### src/rtl/pcd_pkg.sv
package pcd_pkg;
  localparam int DIV_W   = 7;
  localparam int WORD_W  = 32;
  localparam int EN_BIT  = 15;
  localparam int RDY_BIT = 11;
  typedef logic [DIV_W-1:0] div_t;
  typedef enum logic [1:0] {LK_IDLE, LK_HALF, LK_OPEN} lock_e;
endpackage

### src/rtl/pcd_unlock.sv
module pcd_unlock
  import pcd_pkg::*;
#(
  parameter logic [WORD_W-1:0] KEY_A = 32'hC3A5_5A3C,
  parameter logic [WORD_W-1:0] KEY_B = 32'h3C5A_A5C3
) (
  input  logic              clk,
  input  logic              rst_n,
  input  logic              key_vld,
  input  logic [WORD_W-1:0] key_val,
  input  logic              wr_en,
  output logic              open_o
);
  lock_e st_q, st_nxt;

  always_comb begin
    st_nxt = st_q;
    if (wr_en && st_q == LK_OPEN) begin
      st_nxt = LK_IDLE;
    end else if (key_vld) begin
      if (st_q == LK_HALF && key_val == KEY_B) st_nxt = LK_OPEN;
      else if (key_val == KEY_A)               st_nxt = LK_HALF;
      else                                     st_nxt = LK_IDLE;
    end
  end

  always_ff @(posedge clk or negedge rst_n) begin
    if (!rst_n) st_q <= LK_IDLE;
    else        st_q <= st_nxt;
  end

  assign open_o = (st_q == LK_OPEN);
endmodule

### src/rtl/pcd_regs.sv
module pcd_regs
  import pcd_pkg::*;
#(
  parameter int RST_DIV = 0
) (
  input  logic              clk,
  input  logic              rst_n,
  input  logic              wr_ok,
  input  logic [WORD_W-1:0] wr_data,
  input  logic              swap,
  output logic              en_o,
  output logic              ready_o,
  output div_t              pend_o,
  output logic [WORD_W-1:0] rd_data
);
  logic en_q, en_nxt, busy_q, busy_nxt;
  div_t pend_q, pend_nxt;

  always_comb begin
    en_nxt   = en_q;
    busy_nxt = busy_q;
    pend_nxt = pend_q;
    if (swap) busy_nxt = 1'b0;
    if (wr_ok) begin
      en_nxt = wr_data[EN_BIT];
      if (!busy_q) begin
        pend_nxt = wr_data[DIV_W-1:0];
        busy_nxt = 1'b1;
      end
    end
  end

  always_ff @(posedge clk or negedge rst_n) begin
    if (!rst_n) begin
      en_q   <= 1'b1;
      busy_q <= 1'b0;
      pend_q <= div_t'(RST_DIV);
    end else begin
      en_q   <= en_nxt;
      busy_q <= busy_nxt;
      pend_q <= pend_nxt;
    end
  end

  assign en_o    = en_q;
  assign ready_o = !busy_q;
  assign pend_o  = pend_q;

  always_comb begin
    rd_data                = '0;
    rd_data[EN_BIT]        = en_q;
    rd_data[RDY_BIT]       = !busy_q;
    rd_data[DIV_W-1:0]     = pend_q;
  end
endmodule

### src/rtl/pcd_counter.sv
module pcd_counter
  import pcd_pkg::*;
#(
  parameter int RST_DIV = 0
) (
  input  logic clk,
  input  logic rst_n,
  input  logic run_req,
  input  logic busy,
  input  div_t pend,
  output logic swap,
  output div_t act_o,
  output logic ph_o,
  output logic stb_o
);
  div_t cnt_q, cnt_nxt, act_q, act_nxt;
  logic run_q, ph_q, ph_nxt, stb_q, stb_nxt, at_end;
  logic [DIV_W:0] half;

  always_comb begin
    at_end  = (cnt_q == act_q);
    swap    = busy && (!run_q || at_end);
    act_nxt = swap ? pend : act_q;
    if (!run_req || !run_q || at_end) cnt_nxt = '0;
    else                              cnt_nxt = cnt_q + div_t'(1);
    half    = ({1'b0, act_nxt} + (DIV_W+1)'(2)) >> 1;
    ph_nxt  = run_req && ({1'b0, cnt_nxt} < half);
    stb_nxt = run_req && (cnt_nxt == act_nxt);
  end

  always_ff @(posedge clk or negedge rst_n) begin
    if (!rst_n) begin
      cnt_q <= '0;
      act_q <= div_t'(RST_DIV);
      run_q <= 1'b0;
      ph_q  <= 1'b0;
      stb_q <= 1'b0;
    end else begin
      cnt_q <= cnt_nxt;
      act_q <= act_nxt;
      run_q <= run_req;
      ph_q  <= ph_nxt;
      stb_q <= stb_nxt;
    end
  end

  assign act_o = act_q;
  assign ph_o  = ph_q;
  assign stb_o = stb_q;
endmodule

### src/rtl/pclk_divider.sv
module pclk_divider
  import pcd_pkg::*;
#(
  parameter logic [31:0] KEY_A   = 32'hC3A5_5A3C,
  parameter logic [31:0] KEY_B   = 32'h3C5A_A5C3,
  parameter int          RST_DIV = 0
) (
  input  logic        clk,
  input  logic        rst_n,
  input  logic        key_vld,
  input  logic [31:0] key_val,
  input  logic        wr_en,
  input  logic [31:0] wr_data,
  output logic [31:0] rd_data,
  output logic        div_clk,
  output logic        div_stb
);
  logic [1:0] rsync_q;
  logic       srst_n, unlocked, wr_ok, swap, en_q, ready, ph, gate_nq;
  div_t       pend, act;

  always_ff @(posedge clk or negedge rst_n) begin
    if (!rst_n) rsync_q <= 2'b00;
    else        rsync_q <= {rsync_q[0], 1'b1};
  end
  assign srst_n = rsync_q[1];

  pcd_unlock #(.KEY_A(KEY_A), .KEY_B(KEY_B)) u_lock (
    .clk(clk), .rst_n(srst_n), .key_vld(key_vld), .key_val(key_val),
    .wr_en(wr_en), .open_o(unlocked)
  );

  assign wr_ok = wr_en && unlocked;

  pcd_regs #(.RST_DIV(RST_DIV)) u_regs (
    .clk(clk), .rst_n(srst_n), .wr_ok(wr_ok), .wr_data(wr_data), .swap(swap),
    .en_o(en_q), .ready_o(ready), .pend_o(pend), .rd_data(rd_data)
  );

  pcd_counter #(.RST_DIV(RST_DIV)) u_cnt (
    .clk(clk), .rst_n(srst_n), .run_req(en_q), .busy(!ready), .pend(pend),
    .swap(swap), .act_o(act), .ph_o(ph), .stb_o(div_stb)
  );

  // Divide-by-one passes the clock through a gate updated on the low phase.
  always_ff @(negedge clk or negedge srst_n) begin
    if (!srst_n) gate_nq <= 1'b0;
    else         gate_nq <= en_q;
  end

  assign div_clk = (act == '0) ? (clk & gate_nq) : ph;
endmodule

### config.mk
export PLATFORM = sky130hd
export DESIGN_NAME = pclk_divider
export DESIGN_NICKNAME = d
export VERILOG_FILES = /design/src/rtl/pcd_pkg.sv /design/src/rtl/pcd_unlock.sv /design/src/rtl/pcd_regs.sv /design/src/rtl/pcd_counter.sv /design/src/rtl/pclk_divider.sv
export SDC_FILE = /design/constraint.sdc
export NUM_CORES = 1
export LEC_CHECK = 0
export BUFFER_PORTS_ARGS = -buffer_cell sky130_fd_sc_hd__buf_2
export CAP_MARGIN = 20
export CORE_ASPECT_RATIO = 0.5
export CORE_MARGIN = 2
export CORE_UTILIZATION = 43
export DETAILED_ROUTE_END_ITERATION = 12
export PLACE_DENSITY = 0.75
export SETUP_SLACK_MARGIN = 0.15
export SLEW_MARGIN = 0
export SYNTH_ARGS = -nofsm -noshare
export SYNTH_HDL_FRONTEND = slang
export SYNTH_HIERARCHICAL = 1
export SYNTH_SLANG_ARGS = --single-unit
### constraint.sdc
create_clock -name clk -period 1.1 [get_ports clk]
set_input_delay 0.11 -clock clk [delete_from_list [all_inputs] [get_ports clk]]
set_output_delay 0.11 -clock clk [all_outputs]
set_load 0.02 [all_outputs]
==> impl_metrics.csv <==
group,metric,value,unit
clocking,cts_tree,"done",
sta,final.setup.worst_slack,-2.23,ns
logic_synthesis,synth_ff_type,"dfrtp_1",
die,core_area,5040,um2
setup_path,cp-startpoint,"u_cnt/act_o[0]$_DFF_PN0_",
sta,max-slew-margin-rel,66.9,%
sta,whs,0.0110,ns
setup_path,path_buf_inv,3,
setup_path,slowest_delay,0.57,ns
die,start_util,45.8,%
detailed_routing,dr.pass1.iters,5,
global_route,grt_antenna_before_repair,0,
final_layout,drive_gt1_share,58.5,%
detailed_routing,route.vias.total,2853,
pwr,ir_drop,634,uV
detailed_routing,ant_nets,0,
outcome,status,"finished with violations",
setup_path,crit_arrival,3.63,ns
outcome,violations,"setup timing",
sta,period_needed,3.33,ns
global_route,track_usage,30.8,%
global_route,grt_pass1_wl,13900,um
final_layout,num_antenna_cells,0,
sta,fmax,300,MHz
sta,finalCritPeriodShare,303,%
setup_path,worstPathCellList,"xor2_2 -> or4b_4 -> buf_6 -> o211ai_1 -> nand2_1 -> ha_2 -> buf_4 -> buf_4 -> xnor2_1 -> ha_1 -> o21ai_0 -> a31oi_1 -> o41ai_2",
sta,tightestPinTransition,0.492,ns
die,ioPinCount,102,
final_layout,layout_common_cells,"buf_4, buf_6, buf_2",
logic_synthesis,async_reset_ff_share,100,%
sta,final_hold_viol_count,0,
die,fp.dieW,108,um
logic_synthesis,synthCells,241,
place,post-place-cells,421,
setup_path,path_class,"reg -> reg",
global_route,grt_overflow,0,
die,core.rowCount,18,
run,maxCapViolCount,0,
logic_synthesis,ys_seq_elements,31,
detailed_routing,drt-total-wl,10400,um
detailed_routing,drc,0,
clocking,path_clk_slew,0.07,ns
setup_path,r2r_start,"u_cnt/act_o[0]$_DFF_PN0_",
sta,slew_viol_final,0,
place,port_buffers,54,
detailed_routing,routedWlPerCell,21.9,um
sta,rsz0062_at_grt,"yes",
logic_synthesis,ys_seq_area_share,33.7,%
logic_synthesis,synth_area,2310,um2
die,die_y,55.8,um
setup_path,crit_path_start_kind,"flop",
place,dp_hpwl,5350,um
logic_synthesis,synth_warnings,6,
logic_synthesis,syn_avg_cell_area,9.58,um2
setup_path,critical-path-top-delay-family,"simple AND/OR/NAND/NOR gates",
setup_path,required,1.40,ns
clocking,clock_latency,0.42,ns
global_route,grt_start_max_net_pins,22,
logic_synthesis,synth.distinct_cells,54,
place,gp_congestion,0.917,
pwr,power.leakage,1.97,nW
final_layout,fin_nets,482,
pwr,p_per_area,632,nW/um2
final_layout,final_common_cell,"buf_4",
final_layout,areaGrowthSynthToFinish,77.4,%
hold_path,worstHoldStart,"key_val[1]",
detailed_routing,viasPerCell,5.98,
detailed_routing,first_iter_violations,205,
sta,finClkSkew,0.0194,ns
final_layout,final_cells,477,
pwr,power,2.59,mW
setup_path,crit_slowest_cell,"or4b_4",
logic_synthesis,synth_edf_count,0,
setup_path,cp-end-kind,"flop",
setup_path,cp_max_fo,3,
sta,setup_violations,36,
die,design.die.area,6010,um2
setup_path,crit_top_cell,"buf_4",
hold_path,hold_path.class,"in -> reg",
global_route,grt_pass1_vias,2695,
[repair_timing]
action	in CTS	in global routing
pin swaps	18	13
hold endpoints to repair	11	0
resized for setup	70	49
hold buffers	10	0
buffers inserted	26	10
endpoints found under the setup margin	39	39
[layout make-up]
class	count	area [um2]
Multi-Input combinational cell	185	1670
Timing Repair Buffer	171	1390
Fill cell	254	950
Sequential cell	31	781
Clock buffer	12	133
Tap cell	70	87.6
Inverter	8	37.5
[cell usage after synthesis, types with 6 or more instances]
cell type	count	share of area, %
nor4_1	8	2.2
a22oi_1	6	2.0
a21oi_1	7	1.5
xnor2_1	9	3.4
ha_1	8	4.3
buf_4	32	10
nand3_1	9	2.0
dfrtp_1	29	31
inv_1	8	1.3
o211ai_1	6	2.0
mux2_4	7	4.6
nor4b_1	6	2.3
nand2_1	18	2.9
[sequential cells by signal (all words and copies together) (netlist names)]
register	count
u_regs/busy_q	1
rsync_q	2
u_lock/st_q	2
gate_nq	1
u_regs/pend_o	7
u_cnt/stb_o	1
u_cnt/act_o	7
u_regs/en_o	1
u_cnt/ph_o	1
u_cnt/cnt_q	7
u_cnt/run_q	1
[cell families after synthesis]
logic type      Yosys count  synth area share, %
buf+inv                  47                 13.2
simple gates             87                 24.0
fa+ha+maj                 8                 4.34
compound gates           43                 13.6
xor+xnor                 14                 5.31
mux                       9                 5.53
flops                    31                 33.7
other cells               2                0.325
[tightest hold or removal path, cell delays in order]
cell and delay (ns):
buf_2 0.11, nand4_1 0.10, o41ai_2 0.06
[per-layer routing]
layer / share of wire (%) / vias up / global-route usage [%]
met5: 0 / - / 0
met4: 6.4 / 0 / 20.0
met3: 9.3 / 64 / 9.84
met2: 45 / 244 / 47.3
met1: 39 / 1371 / 37.4
li1: - / 1174 / -
[metrics by stage]
stage	utilization [%]	worst slack (ns)	area, um2	TNS [ns]
3_5_place_dp	61.4	-2.04	3100	-16.92
6_report	81.2	-2.23	4100	-24.45
5_1_grt	81.2	-2.27	4100	-25.53
2_1_floorplan	-	-1.93	2460	-14.08
4_1_cts	75.3	-1.96	3800	-22.03
3_3_place_gp	61.4	-1.88	3100	-15.70
[final timing paths]
| kind | to | slack [ns] | depth (start not counted) |
|---|---|---|---|
| setup / recovery | u_cnt/ph_o$_DFF_PN0_ | -2.23 | 13 |
| min in group asynchronous | rsync_q[1]$_DFF_PN0_ | 0.04 | 2 |
| setup reg to reg | u_cnt/ph_o$_DFF_PN0_ | -2.23 | 13 |
| max in group asynchronous | gate_nq$_DFF_NN0_ | 0.35 | 0 |
| hold reg to reg | u_regs/busy_q$_DFF_PN0_ | 0.14 | 0 |
| hold / removal | u_lock/st_q[1]$_DFFE_PN0P_ | 0.01 | 3 |
[power by group]
| group | total, mW | switching [mW] | leakage [nW] | internal (mW) |
|---|---|---|---|---|
| Clock | 1.19 | 0.510 | 0.0785 | 0.682 |
| Combinational | 0.243 | 0.140 | 1.47 | 0.103 |
| Sequential | 1.15 | 0.00759 | 0.424 | 1.15 |
Note: power is estimated with default switching activity, not from simulation.
